<file path="src/rtl/tmr_trig_pkg.sv">
package tmr_trig_pkg;
  localparam int CTRL_W  = 32;
  localparam int NUM_REF = 6;
  localparam int PRI_W   = 3;
  localparam int SEC_W   = 4;
  localparam int PRI_LSB = 4;
  localparam int SEC_LSB = 20;
  localparam int EDG_N   = 3;   // references four to six carry edge modes
  localparam int EDG_LSB = 3;

  typedef enum logic [SEC_W-1:0] {
    M_RST  = 4'd0,
    M_EN   = 4'd1,
    M_UPD  = 4'd2,
    M_CMP  = 4'd3,
    M_OC1  = 4'd4,
    M_OC2  = 4'd5,
    M_OC3  = 4'd6,
    M_OC4  = 4'd7,
    M_OC5  = 4'd8,
    M_OC6  = 4'd9,
    M_P4   = 4'd10,
    M_P6   = 4'd11,
    M_R4R6 = 4'd12,
    M_R4F6 = 4'd13,
    M_R5R6 = 4'd14,
    M_R5F6 = 4'd15
  } mode_e;

  typedef struct packed {
    logic cnt_rst;
    logic cnt_en;
    logic upd;
    logic cmp;
  } evt_t;
endpackage

</file>
<file path="src/rtl/tmr_trig_regs.sv">
module tmr_trig_regs
  import tmr_trig_pkg::*;
#(
  parameter bit HAS_SEC = 1'b1
) (
  input  logic              clk_i,
  input  logic              rst_ni,
  input  logic              we_i,
  input  logic [CTRL_W-1:0] wdata_i,
  output logic [CTRL_W-1:0] rdata_o,
  output logic [PRI_W-1:0]  pri_mode_o,
  output logic [SEC_W-1:0]  sec_mode_o
);
  logic [PRI_W-1:0] pri_q;

  always_ff @(posedge clk_i or negedge rst_ni) begin
    if (!rst_ni)   pri_q <= '0;
    else if (we_i) pri_q <= wdata_i[PRI_LSB +: PRI_W];
  end

  generate
    if (HAS_SEC) begin : g_sec
      logic [SEC_W-1:0] sec_q;
      always_ff @(posedge clk_i or negedge rst_ni) begin
        if (!rst_ni)   sec_q <= '0;
        else if (we_i) sec_q <= wdata_i[SEC_LSB +: SEC_W];
      end
      assign sec_mode_o = sec_q;
    end else begin : g_nosec
      assign sec_mode_o = '0;  // absent field reads zero for detection
    end
  endgenerate

  assign pri_mode_o = pri_q;

  always_comb begin
    rdata_o = '0;
    rdata_o[PRI_LSB +: PRI_W] = pri_q;
    rdata_o[SEC_LSB +: SEC_W] = sec_mode_o;
  end

  logic unused_wdata;
  assign unused_wdata = ^{wdata_i[CTRL_W-1:SEC_LSB+SEC_W],
                          wdata_i[SEC_LSB-1:PRI_LSB+PRI_W],
                          wdata_i[PRI_LSB-1:0]};

  a_r2_hold: assert property (@(posedge clk_i) disable iff (!rst_ni)
    !we_i |=> $stable(rdata_o));
  a_r2_write: assert property (@(posedge clk_i) disable iff (!rst_ni)
    we_i |=> rdata_o[PRI_LSB +: PRI_W] == $past(wdata_i[PRI_LSB +: PRI_W]));
endmodule

</file>
<file path="src/rtl/tmr_trig_edge.sv">
module tmr_trig_edge #(
  parameter int N = 3
) (
  input  logic         clk_i,
  input  logic         rst_ni,
  input  logic [N-1:0] ref_i,
  output logic [N-1:0] rise_o,
  output logic [N-1:0] fall_o
);
  logic [N-1:0] prev_q;

  always_ff @(posedge clk_i or negedge rst_ni) begin
    if (!rst_ni) prev_q <= '0;
    else         prev_q <= ref_i;
  end

  for (genvar i = 0; i < N; i++) begin : g_det
    assign rise_o[i] =  ref_i[i] & ~prev_q[i];
    assign fall_o[i] = ~ref_i[i] &  prev_q[i];
  end

  a_r9_edge_excl: assert property (@(posedge clk_i) disable iff (!rst_ni)
    (rise_o != '0) |=> ((rise_o & $past(rise_o)) == '0));
endmodule

</file>
<file path="src/rtl/tmr_trig_mux.sv">
module tmr_trig_mux
  import tmr_trig_pkg::*;
#(
  parameter int MODE_W = SEC_W
) (
  input  logic               clk_i,
  input  logic               rst_ni,
  input  logic [MODE_W-1:0]  mode_i,
  input  evt_t               evt_i,
  input  logic [NUM_REF-1:0] lvl_i,
  input  logic [EDG_N-1:0]   rise_i,  // bit 0 = ref four .. bit 2 = ref six
  input  logic [EDG_N-1:0]   fall_i,
  output logic               trg_o
);
  logic [SEC_W-1:0] mode_w;
  logic             sel;

  assign mode_w = SEC_W'(mode_i);

  always_comb begin
    unique case (mode_e'(mode_w))
      M_RST:   sel = evt_i.cnt_rst;
      M_EN:    sel = evt_i.cnt_en;
      M_UPD:   sel = evt_i.upd;
      M_CMP:   sel = evt_i.cmp;
      M_OC1:   sel = lvl_i[0];
      M_OC2:   sel = lvl_i[1];
      M_OC3:   sel = lvl_i[2];
      M_OC4:   sel = lvl_i[3];
      M_OC5:   sel = lvl_i[4];
      M_OC6:   sel = lvl_i[5];
      M_P4:    sel = rise_i[0] | fall_i[0];
      M_P6:    sel = rise_i[2] | fall_i[2];
      M_R4R6:  sel = rise_i[0] | rise_i[2];
      M_R4F6:  sel = rise_i[0] | fall_i[2];
      M_R5R6:  sel = rise_i[1] | rise_i[2];
      M_R5F6:  sel = rise_i[1] | fall_i[2];
      default: sel = 1'b0;
    endcase
  end

  always_ff @(posedge clk_i or negedge rst_ni) begin
    if (!rst_ni) trg_o <= 1'b0;
    else         trg_o <= sel;
  end

  a_r9_quiet_ref: assert property (@(posedge clk_i) disable iff (!rst_ni)
    (mode_w == M_P4 && !rise_i[0] && !fall_i[0]) |=> !trg_o);
  a_r3_enable: assert property (@(posedge clk_i) disable iff (!rst_ni)
    (mode_w == M_EN) |=> trg_o == $past(evt_i.cnt_en));
endmodule

</file>
<file path="src/rtl/tmr_trig_sel.sv">
module tmr_trig_sel
  import tmr_trig_pkg::*;
#(
  parameter bit HAS_SEC = 1'b1
) (
  input  logic        clk_i,
  input  logic        rst_ni,
  input  logic        ctrl_we_i,
  input  logic [31:0] ctrl_wdata_i,
  output logic [31:0] ctrl_rdata_o,
  input  logic        cnt_rst_i,
  input  logic        cnt_en_i,
  input  logic        upd_evt_i,
  input  logic        upd_force_i,
  input  logic        cmp_evt_i,
  input  logic [5:0]  oc_ref_i,
  output logic        trg_pri_o,
  output logic        trg_sec_o
);
  logic [PRI_W-1:0] pri_mode;
  logic [SEC_W-1:0] sec_mode;
  evt_t             evt;

  assign evt = '{cnt_rst: cnt_rst_i, cnt_en: cnt_en_i,
                 upd: upd_evt_i | upd_force_i, cmp: cmp_evt_i};

  tmr_trig_regs #(.HAS_SEC(HAS_SEC)) u_regs (
    .clk_i      (clk_i),
    .rst_ni     (rst_ni),
    .we_i       (ctrl_we_i),
    .wdata_i    (ctrl_wdata_i),
    .rdata_o    (ctrl_rdata_o),
    .pri_mode_o (pri_mode),
    .sec_mode_o (sec_mode)
  );

  tmr_trig_mux #(.MODE_W(PRI_W)) u_pri (
    .clk_i  (clk_i),
    .rst_ni (rst_ni),
    .mode_i (pri_mode),
    .evt_i  (evt),
    .lvl_i  (oc_ref_i),
    .rise_i ('0),
    .fall_i ('0),
    .trg_o  (trg_pri_o)
  );

  generate
    if (HAS_SEC) begin : g_sec
      logic [EDG_N-1:0] rise, fall;
      tmr_trig_edge #(.N(EDG_N)) u_edge (
        .clk_i  (clk_i),
        .rst_ni (rst_ni),
        .ref_i  (oc_ref_i[EDG_LSB +: EDG_N]),
        .rise_o (rise),
        .fall_o (fall)
      );
      tmr_trig_mux #(.MODE_W(SEC_W)) u_sec (
        .clk_i  (clk_i),
        .rst_ni (rst_ni),
        .mode_i (sec_mode),
        .evt_i  (evt),
        .lvl_i  (oc_ref_i),
        .rise_i (rise),
        .fall_i (fall),
        .trg_o  (trg_sec_o)
      );
    end else begin : g_nosec
      logic unused_sec;
      assign unused_sec = ^sec_mode;
      assign trg_sec_o  = 1'b0;
    end
  endgenerate

  a_r3_update: assert property (@(posedge clk_i) disable iff (!rst_ni)
    (pri_mode == PRI_W'(M_UPD)) |=> trg_pri_o == $past(upd_evt_i | upd_force_i));
  a_r4_level_oc1: assert property (@(posedge clk_i) disable iff (!rst_ni)
    (pri_mode == PRI_W'(M_OC1)) |=> trg_pri_o == $past(oc_ref_i[0]));
endmodule

</file>
<file path="config.mk">
export PLATFORM = sky130hd
export DESIGN_NAME = tmr_trig_sel
export DESIGN_NICKNAME = d
export VERILOG_FILES = /design/src/rtl/tmr_trig_pkg.sv /design/src/rtl/tmr_trig_regs.sv /design/src/rtl/tmr_trig_edge.sv /design/src/rtl/tmr_trig_mux.sv /design/src/rtl/tmr_trig_sel.sv
export SDC_FILE = /design/constraint.sdc
export NUM_CORES = 1
export LEC_CHECK = 0
export BUFFER_PORTS_ARGS = -buffer_cell sky130_fd_sc_hd__buf_2
export CORE_ASPECT_RATIO = 1.2
export CORE_MARGIN = 1.5
export CORE_UTILIZATION = 39
export DETAILED_ROUTE_END_ITERATION = 10
export GPL_TIMING_DRIVEN = 0
export PLACE_DENSITY = 0.85
export SLEW_MARGIN = 20
export SYNTH_ARGS = -nofsm -noshare
export SYNTH_HDL_FRONTEND = slang
export SYNTH_SLANG_ARGS = --single-unit
</file>
<file path="constraint.sdc">
create_clock -name clk_i -period 3.35 [get_ports clk_i]
set_input_delay 0.67 -clock clk_i [delete_from_list [all_inputs] [get_ports clk_i]]
set_output_delay 0.67 -clock clk_i [all_outputs]
set_load 0.005 [all_outputs]
</file>
Word level (Yosys, flattened, before mapping) --
Cells that the tools add are included.
Word-level totals: register bits 12, latch bits 0, bits in writable memories 0, ROM bits 0, input port bits 46, output and inout bits 34, logic and storage cells 48, memories kept 0
Operators by class: $add $sub $neg 0, multipliers 0, divide/modulo/power cells 0, $lt $le $gt $ge 0, eq/ne operators 22, shifts and indexed selects 0, mux-type cells 2, bitwise operators 17, reduce and logical (&&, ||, !) cells 2
Operators by type and width (number):
- 4-bit equality test (second input constant) | 8
- 4-bit by 3-bit equality test with 1-bit output (second input constant) | 4
- 1-bit one-hot mux with 16 select lines | 1
- 3-bit equality test (second input constant) | 4
- 4-bit by 2-bit equality test with 1-bit output (second input constant) | 2
- 4-bit zero test | 2
- 1-bit one-hot mux with 8 select lines | 1
- 1-bit OR | 7
- 3-bit by 2-bit equality test with 1-bit output (second input constant) | 2
- 1-bit bitwise AND | 5
- 1-bit inverter | 5
- 4-bit by 1-bit equality test with 1-bit output (second input constant) | 1
- 3-bit by 1-bit equality test with 1-bit output (second input constant) | 1

Logic depth before layout (Yosys ltp) --
Gate-level depths: netlist of run 1.
depth after elaboration 4, depth in mapped cells 6, depth with buffers taken out 6

Modules after synthesis --
From an unflattened synthesis of run 1, not the netlist that was laid out.
Second synthesis, totals: cells, all modules 88, area total of the unflattened synthesis 960.9 um2
Modules (own cells, without submodules):
- tmr_trig_regs | times used 1, cells an instance 48, area an instance 535.5 um2, sequential area each 175.2 um2
- tmr_trig_mux (g_sec.u_sec) | times used 1, cells an instance 25, area an instance 214.0 um2, sequential area each 25.0 um2
- tmr_trig_edge | times used 1, cells an instance 9, area an instance 112.6 um2, sequential area each 75.1 um2
- tmr_trig_mux (u_pri) | times used 1, cells an instance 4, area an instance 88.8 um2, sequential area each 25.0 um2
- tmr_trig_sel | times used 1, cells an instance 2, area an instance 10.0 um2, sequential area each 0.0 um2

Least setup slack after synthesis of run 1 --
No wires, ideal clock.
path type in2reg, start in upd_force_i, end reg u_pri.trg_o, setup time 0.125 ns, arrival time 1.550 ns, required time 3.225 ns, slack 1.675 ns, cell stages on the path 3, buffers on the path 0, cell sequence or2_0 > mux4_2 > mux2_2
Between the ends: word-level cells in the longest chain between the ends 2
RTL lines:
- start, declared | line tmr_trig_sel.sv:14 | input logic upd_force_i,
- 1-bit OR | line tmr_trig_sel.sv:25 | upd: upd_evt_i | upd_force_i, cmp: cmp_evt_i};
- 1-bit one-hot mux with 8 select lines | line tmr_trig_mux.sv:21 | unique case (mode_e'(mode_w))
- named net u_pri.sel | line tmr_trig_mux.sv:16 | logic sel;
- end signal, assigned | line tmr_trig_mux.sv:44 | else trg_o <= sel;
- end, declared | line tmr_trig_mux.sv:13 | output logic trg_o
The timed path passes the listed nets, and every way through them passes these cells. A chain may end at the register's enable or synchronous reset.

Worst setup path after layout of run 1 --
start reg u_regs.g_sec.sec_q[3] (netlist: u_regs.sec_mode_o[3]), end out ctrl_rdata_o[23]
RTL lines:
- start, declared | line tmr_trig_regs.sv:23 | logic [SEC_W-1:0] sec_q;
- start signal, assigned | line tmr_trig_regs.sv:26 | else if (we_i) sec_q <= wdata_i[SEC_LSB +: SEC_W];
- end, declared | line tmr_trig_sel.sv:10 | output logic [31:0] ctrl_rdata_o,
No word-level cell between the ends.

==> results of run 1 <==
[kinds of logic (layout without fill, tap and decap cells)]
| kind of cell | Yosys count | count (layout) | synth area share |
|---|---|---|---|
| simple gates | 16 | 16 | 0.09389 |
| mux | 10 | 10 | 0.1744 |
| compound gates | 9 | 9 | 0.07154 |
| buf+inv | 32 | 64 | 0.2578 |
| other cells | 1 | 25 | 0.004467 |
| flops | 12 | 12 | 0.3577 |
| xor+xnor | 1 | 1 | 0.01043 |
| fa+ha+maj | 2 | 2 | 0.02980 |
[where the power goes]
group	total [W]	switching (W)	internal (W)
Combinational	0.000112	0.0000480	0.0000641
Clock	0.000116	0.0000501	0.0000661
Sequential	0.000170	0.00000978	0.000160
Total	0.000398	0.000108	0.000290
[layout make-up]
class                      count  area share
multi-input combinational     63      0.3610
tap                           30     0.03282
timing repair buffer          28      0.1225
buffer                        29      0.1794
clock buffer                   4     0.03173
inverter                       3    0.009847
sequential                    12      0.2626
[synthesized netlist by cell type (2+ instances only)]
cell and n:
buf_4 25, dfrtp_1 12, mux2_2 7, nand2_1 4
o21ai_0 4, inv_1 3, mux4_2 3, nor2_1 3
nor3_1 3, buf_2 2, ha_1 2
[worst paths after layout]
| check | end | cells after the start | from | slack (ns) |
|---|---|---|---|---|
| worst max-delay path | ctrl_rdata_o[23] | 1 | u_regs.sec_mode_o[3]$_DFFE_PN0P_ | 1.79 |
| worst min-delay path | g_sec.u_sec.trg_o$_DFF_PN0_ | 1 | rst_ni | 0.26 |
| worst max register to register | g_sec.u_sec.trg_o$_DFF_PN0_ | 4 | u_regs.sec_mode_o[0]$_DFFE_PN0P_ | 1.93 |
| worst min register to register | u_pri.trg_o$_DFF_PN0_ | 1 | u_regs.pri_mode_o[2]$_DFFE_PN0P_ | 0.56 |
| max in group asynchronous | g_sec.u_edge.prev_q[0]$_DFF_PN0_ | 1 | rst_ni | 2.87 |
| min in group clk_i | g_sec.u_edge.prev_q[1]$_DFF_PN0_ | 1 | oc_ref_i[4] | 0.53 |
[sequential cells by signal, summed over array words and instances (netlist names)]
name                 cells
g_sec.u_edge.prev_q      3
g_sec.u_sec.trg_o        1
u_pri.trg_o              1
u_regs.pri_mode_o        3
u_regs.sec_mode_o        4
[stage by stage]
step	total power, W	cells	utilization	instance area [µm²]
final	0.0003983	169	0.5580	1144
after global routing	0.0004240	169	0.5580	1144
after CTS	0.0004002	169	0.5580	1144
after detailed placement	0.0002850	165	0.5403	1107
after global placement	0.0002801	165	0.5403	1107
after floorplan	0.0002459	107	-	929.6
[metal layers]
metal | global-route usage | part of all wire | vias to the layer above
li1 | - | - | 346
met1 | 0.1726 | 0.41 | 319
met2 | 0.2333 | 0.51 | 35
met3 | 0.02349 | 0.063 | 5
met4 | 0.07843 | 0.019 | 0
met5 | 0 | 0 | -
==> results by stage, run 1 <==
Synth:
- The post-synthesis cell type with the largest combined area is dfrtp_1.
- Synthesis inferred 12 register bits.
- Of the synthesized area, sequential elements account for 0.3577.
- In this run the cell area of the synthesized design comes to 839.6 µm².
- The yosys synthesis warning count is 0.
- The number of standard cells after synthesis is 83.
- The share of the synthesized area in the top cell type is 0.3577.
- Among all flip-flop cells after synthesis, the most frequent one is dfrtp_1.
- In the post-synthesis netlist, the biggest area contributors are dfrtp_1 36%, buf_4 22%, mux2_2 9.4%.
- The number of enable-type register cells in the synthesized netlist is 0.
- Dividing the synthesized area by the synthesized cell count gives 10.12 µm².
- The netlist uses 26 different library cells.
- The share of synthesized registers carrying an async set or reset is 1.000.

Placed design:
- The placement-stage worst setup slack is 1.524 ns.
- The HPWL after detailed placement is 1355 µm.
- The final weighted congestion of routability-driven global placement is 0.7691.
- In this run the tool buffered the top-level ports with 28 buffer cells.

Cells and area:
- The top cell types in the final layout, fill and taps aside, are 30 x buf_2, 25 x buf_4, 25 x conb_1, 12 x dfrtp_1, 7 x mux2_2.
- Relative to the synthesized area, the layout overhead comes to 36.22%.
- The number of antenna diodes in the final layout is 0.
- The ratio of cells with drive above 1 in the final layout is 0.5036.
- Registers take 300.3 µm².
- The multi-input combinational cells in the finished layout cover a total of 412.9 µm².
- In the final design database the tool counted 188 nets.
- Counting the fill cells in the layout gives 194.
- The library cell used most frequently in the layout, excluding fill and tap cells, is buf_2.

Critical path:
- The endpoint kind of the worst setup timing path is an output pin.
- STA classifies the critical path startpoint as a flop.
- The cell type of the slowest stage on the worst timing path is dfrtp_1.
- Of all nets on the critical path, the largest fanout is 7.
- The arrival time reported for the critical path endpoint is 0.89 ns.
- At the worst endpoint, the required time is 2.68 ns.
- The critical path in this run is classified as reg2out.
- Traced cell by cell, the critical path runs through buf_2.
- The sum of buffers and inverters on the critical path is 1.
- In this design, the stage delay of the slowest critical-path cell is 0.45 ns.
- The cell type group with the largest total delay on the critical path is flip-flops.

Clock tree:
- In this run the number of H-tree levels came out at 1.
- The number of gates resized after cts is 0.
- The worst-skew pair later-pin latency is 0.28 ns.
- The tree built by TritonCTS fans out to 12 sinks.
- The TritonCTS clock tree is done.
- The root buffer cell chosen for the clock tree is clkbuf_4.
- The number of setup buffers added after CTS is 0.
- The post-cts hold buffer count is 0.
- The number of buffers inserted during clock tree synthesis is 3.
- The clock slew at the register clock pins of the worst setup and hold paths is 0.08 ns.
- The clock passes through at most 2 buffers.

Route:
- The via count of the routed design is 705.
- After detailed routing, the number of remaining DRC violations is 0.
- The total iterations of the first detailed-routing run is 4.
- Wires add up to 1575 µm.
- The detailed router finished its first iteration with 3 violations.
- The detailed-route vias per instance is 4.172.
- The detailed-route wire length per cell is 9.320 µm.
- Once detail routing completed, the nets flagged for antenna violations numbered 0.

GRT:
- The largest net degree at the start of global routing is 13.
- The initial antenna violation count is 0.
- The total congestion overflow is 0.
- The global router's overall resource usage is 0.1413.
- The via count of the first global-routing pass is 571.
- The global-route wire length before repair is 2442 µm.

Worst hold path:
- The class of the worst hold path is in2async.

Die:
- The initial core utilization is 0.4096.
- In this run the count of I/O pins placed on the die edge is 80.
- The die is 53.83 µm tall.
- The floorplan has 18 rows.
- The die covers 2441 µm².
- In this run the standard cell core region covers 2049 µm².
- The die is 45.36 µm wide.

Timing:
- The worst hold margin is 0.2600 ns.
- Summed over all failing endpoints, the final setup total negative slack is 0 ns.
- The count of pins over their slew limit is 0.
- Setup repair after global routing left no endpoint under its margin.
- The final critical path time including I/O delays and setup is 1.555 ns.
- The highest achievable clock rate is 643.0 MHz.
- The fraction of the cycle the final worst path needs is 0.4642.
- The worst path meets setup with 1.795 ns of slack.
- The number of hold violations in the final report came to 0.
- The setup skew after layout is 0.005657 ns.
- The final number of setup-violating endpoints is 0.

Pwr:
- The analysis attributes to cell leakage a power of 0.6237 nW.
- For this design the ratio of total power to cell area is 348.3 nW/µm².
- The worst-case IR drop observed on VDD is 244.0 µV.

Status:
- The run finished with clean final reports.

Run:
- The number of max-cap violations is 0.
Power figures use the tool's default switching activity.
==> run 2, diff against run 1 <==
--- a/config.mk
+++ b/config.mk
@@ -5,13 +5,14 @@
 export SDC_FILE = /design/constraint.sdc
 export NUM_CORES = 1
 export LEC_CHECK = 0
+export ABC_AREA = 1
 export BUFFER_PORTS_ARGS = -buffer_cell sky130_fd_sc_hd__buf_2
 export CORE_ASPECT_RATIO = 1.2
 export CORE_MARGIN = 1.5
-export CORE_UTILIZATION = 39
+export CORE_UTILIZATION = 33
 export DETAILED_ROUTE_END_ITERATION = 10
 export GPL_TIMING_DRIVEN = 0
-export PLACE_DENSITY = 0.85
+export PLACE_DENSITY = 0.75
 export SLEW_MARGIN = 20
 export SYNTH_ARGS = -nofsm -noshare
 export SYNTH_HDL_FRONTEND = slang
==> constraint.sdc (replaced) <==
create_clock -name clk_i -period 1.31 [get_ports clk_i]
set_input_delay 0.262 -clock clk_i [delete_from_list [all_inputs] [get_ports clk_i]]
set_output_delay 0.262 -clock clk_i [all_outputs]
set_load 0.005 [all_outputs]
==> run 2 against run 1 <==
  * Sequential share of layout area shrank 1.7 points
  * Combinational power grew to 2.7 times the previous value
  * Sequential cell count is the same
  * Synthesized cell count grew 53%
  * Critical endpoint is now ctrl_rdata_o[20]
  * Final area grew 6.9%
  * Sequential power grew to 2.6 times the previous value
  * Largest cell class unchanged
  * Highest routed layer unchanged
==> results by stage, run 2 <==
Synth:
- After synthesis, the cell types taking the most area are dfrtp_1 33%, buf_4 21%, nand2_1 14%.
- The number of enable-type register cells in the synthesized netlist is 0 (unchanged).
- By count the netlist is led by 34 x nand2_1, 25 x buf_4, 12 x dfrtp_1.
- The yosys synthesis warning count is 0 (unchanged).
- In the synthesized netlist the dominant register cell turns out to be dfrtp_1.
- By instance count, the leading cell after synthesis is nand2_1.
- The share of synthesized registers carrying an async set or reset came to 1.000 (unchanged).
- The share of the synthesized area in the top cell type is 0.3338 (-0.02388).
- The mean instance size in the synthesized netlist is 7.084 µm² (-30%).
- The unique cell type count in the Yosys netlist came to 17 (-35%).
- The number of register bits inferred by synthesis is 12 (unchanged).
- The netlist area before placement is 899.6 µm² (+7.2%).
- The sequential element share of the synthesized area is 0.3338 (-0.02388).
- The post-synthesis cell type with the largest combined area is dfrtp_1.
- The number of standard cells after synthesis is 127 (+53%).

Timing:
- The setup skew after layout is 0.01423 ns (+0.008577 ns).
- After layout, the minimum clock period comes to 1.203 ns.
- The count of pins over their slew limit is 0 (unchanged).
- Setup repair after global routing left no endpoint under its margin.
- The final number of setup-violating endpoints is 0 (unchanged).
- The worst hold margin is 0.1091 ns (-0.1509 ns).
- The worst setup margin is 0.1071 ns (-1.688 ns).
- The number of hold violations in the final report is 0 (unchanged).
- The fraction of the cycle the final worst path needs is 0.9182.
- The highest achievable clock rate is 831.4 MHz.
- The final setup TNS came to 0 ns (unchanged).

Critical path:
- The worst setup path is of the reg2out kind.
- The worst setup path is launched from a flop.
- The maximum fanout encountered on the critical timing path is 8 (+1).
- On the critical path, the stage with the largest delay is an instance of dfrtp_1.
- The most critical setup path has its endpoint at ctrl_rdata_o[20].
- The cell family contributing the most delay on the critical path is flip-flops.
- The signal on the critical path passes through buf_2.
- The slack of the worst reg-to-reg path came to 0.14 ns (-1.79 ns).
- The sum of buffers and inverters on the critical path is 1 (unchanged).
- The path depth of the worst reg2reg path came to 8 (+4).
- The endpoint kind of the worst setup timing path is an output pin.
- The arrival time reported for the critical path endpoint is 0.94 ns (+0.05 ns).
- The endpoint identified for the worst register-to-register timing path is g_sec.u_sec.trg_o$_DFF_PN0_.
- The worst flop-to-flop path startpoint is g_sec.u_edge.prev_q[2]$_DFF_PN0_.
- The largest stage delay on the critical path is 0.50 ns (+0.05 ns).
- The instance count on the critical path is 1 (unchanged).
- The critical path startpoint is u_regs.sec_mode_o[0]$_DFFE_PN0P_.
- The endpoint required time on the critical path is 1.05 ns (-1.63 ns).

Clock tree:
- The post-cts hold buffer count is 1 (+1).
- The clock net sink count came to 12 (unchanged).
- The number of buffers inserted during clock tree synthesis is 3 (unchanged).
- The buffer cell driving the clock tree root is clkbuf_4.
- The count of H-tree levels built during CTS is 1 (unchanged).
- The maximum count of clock buffers along a single path is 2 (unchanged).
- The TritonCTS clock tree is done.
- The number of setup buffers added after CTS is 0 (unchanged).
- The worst-skew pair later-pin latency is 0.28 ns (about the same).
- The clock slew at the register clock pins of the worst setup and hold paths is 0.09 ns (about the same).
- The number of gates resized after cts was 0 (unchanged).

GRT:
- The global router's overall resource usage is 0.1339 (-0.007333).
- The initial antenna violation count is 0 (unchanged).
- The via count of the first global-routing pass was 727 (+27%).
- The global-route wire length before repair came to 2994 µm (+23%).
- The largest net degree at the start of global routing was 13 (unchanged).
- The total congestion overflow is 0 (unchanged).

Route:
- The count of antenna-violating nets left after detailed routing is 0 (unchanged).
- The detailed router's first-iteration violation count is 15 (+12).
- The via count of the routed design was 854 (+21%).
- The number of remaining DRC errors came to 0 (unchanged).
- The total iterations of the first detailed-routing run is 4 (unchanged).
- The detailed-route vias per instance was 3.917 (-6.1%).
- The detailed-route wire length per cell is 8.899 µm (-4.5%).
- The routed wire length is 1940 µm (+23%).

Placed design:
- The number of input and output port buffers inserted is 29 (+3.6%).
- The number of instances in the placed design came to 213 (+29%).
- The placement-stage worst setup slack is 0.1069 ns (-1.417 ns).
- The final weighted congestion of routability-driven global placement is 0.7890 (+2.6%).
- The final HPWL from detailed placement was 1571 µm (+16%).

Cells and area:
- The share of the core filled with cells in the final layout is 0.4789 (-0.07908).
- The number of antenna repair diodes is 0 (unchanged).
- The ratio of cells with drive above 1 in the final layout is 0.3676 (-0.1360).
- The number of flip-flops in the largest register was 4 (unchanged).
- The net count of the finished layout is 234 (+24%).
- The commonest non-fill, non-tap cell in the layout is nand2_1.
- In the layout the commonest cells are 34 x nand2_1, 29 x buf_2, 25 x buf_4, 25 x conb_1, 12 x dfrtp_1.
- The post-layout instance count excluding filler cells is 218 (+29%).
- The layout-stage area growth over the synthesis result is 35.88%.

Die:
- The area enclosed by the die boundary came to 3049 µm² (+25%).
- The initial core utilization was 0.3525 (-0.05719).
- The die width is 50.66 µm (+12%).
- The area of the core is 2552 µm² (+25%).
- The I/O pin total is 80 (unchanged).
- The number of core rows came to 20 (+2).
- The vertical die dimension was 60.20 µm (+12%).

Pwr:
- The ratio of total power to cell area was 855.3 nW/µm² (+150%).
- The static leakage was 0.7570 nW (+21%).
- The largest voltage drop on the vdd net is 433.4 µV (+78%).

Status:
- The flow ran to the end, and the final reports show no timing, DRC or antenna violations.

Run:
- The number of max-cap violations is 0 (unchanged).

Worst hold path:
- The class of the worst hold path is in2reg.
-- run 2: worst min-delay path by stage --
stage	depth (start not counted)	end	startpoint
CTS	1	g_sec.u_edge.prev_q[0]$_DFF_PN0_	oc_ref_i[3]
floorplan	0	g_sec.u_edge.prev_q[0]$_DFF_PN0_	rst_ni
global placement	1	g_sec.u_edge.prev_q[2]$_DFF_PN0_	rst_ni
finish	1	g_sec.u_edge.prev_q[0]$_DFF_PN0_	oc_ref_i[3]
detailed placement	1	g_sec.u_edge.prev_q[2]$_DFF_PN0_	rst_ni
global route	1	g_sec.u_edge.prev_q[0]$_DFF_PN0_	oc_ref_i[3]
-- run 2: per-stage QoR --
step	power [W]	instance area, µm²
after floorplan	0.0006394	989.7
after global placement	0.0007389	1176
after detailed placement	0.0007435	1176
after global routing	0.001112	1222
after CTS	0.001048	1222
final	0.001045	1222
-- run 2: cells by family (layout without fill, tap and decap cells) --
group,Yosys count,after routing,synth area share
and+or+nand+nor,61,61,0.2949
buffers and inverters,40,74,0.2712
DFF,12,12,0.3338
AOI/OAI and AO/OA,10,10,0.05564
adders and majority gates,2,2,0.02781
other,1,25,0.004168
muxes,1,1,0.01252
-- run 2: power by group --
| part | switching, W | leakage, nW | total, W | internal (W) |
|---|---|---|---|---|
| Sequential | 0.0000333 | 0.143 | 0.000440 | 0.000407 |
| Clock | 0.000136 | 0.0210 | 0.000305 | 0.000169 |
| Combinational | 0.000152 | 0.593 | 0.000300 | 0.000148 |
| Total | 0.000322 | 0.757 | 0.00105 | 0.000724 |
-- run 2: final cells by class --
| class | instances | area, µm² |
|---|---|---|
| fillers | 271 | 1330 |
| inverters | 14 | 52.55 |
| flip-flops and latches | 12 | 300.3 |
| plain buffers | 26 | 191.4 |
| repair buffers | 30 | 155.1 |
| multi-input cells | 99 | 445.4 |
| well taps | 33 | 41.29 |
| clock buffers | 4 | 36.28 |
-- run 2: routing by layer --
layer	up-vias	part of all wire	track usage
li1	457	-	-
met1	360	0.41	0.1413
met2	32	0.50	0.2425
met3	5	0.065	0.01500
met4	0	0.027	0.1042
met5	-	0	0
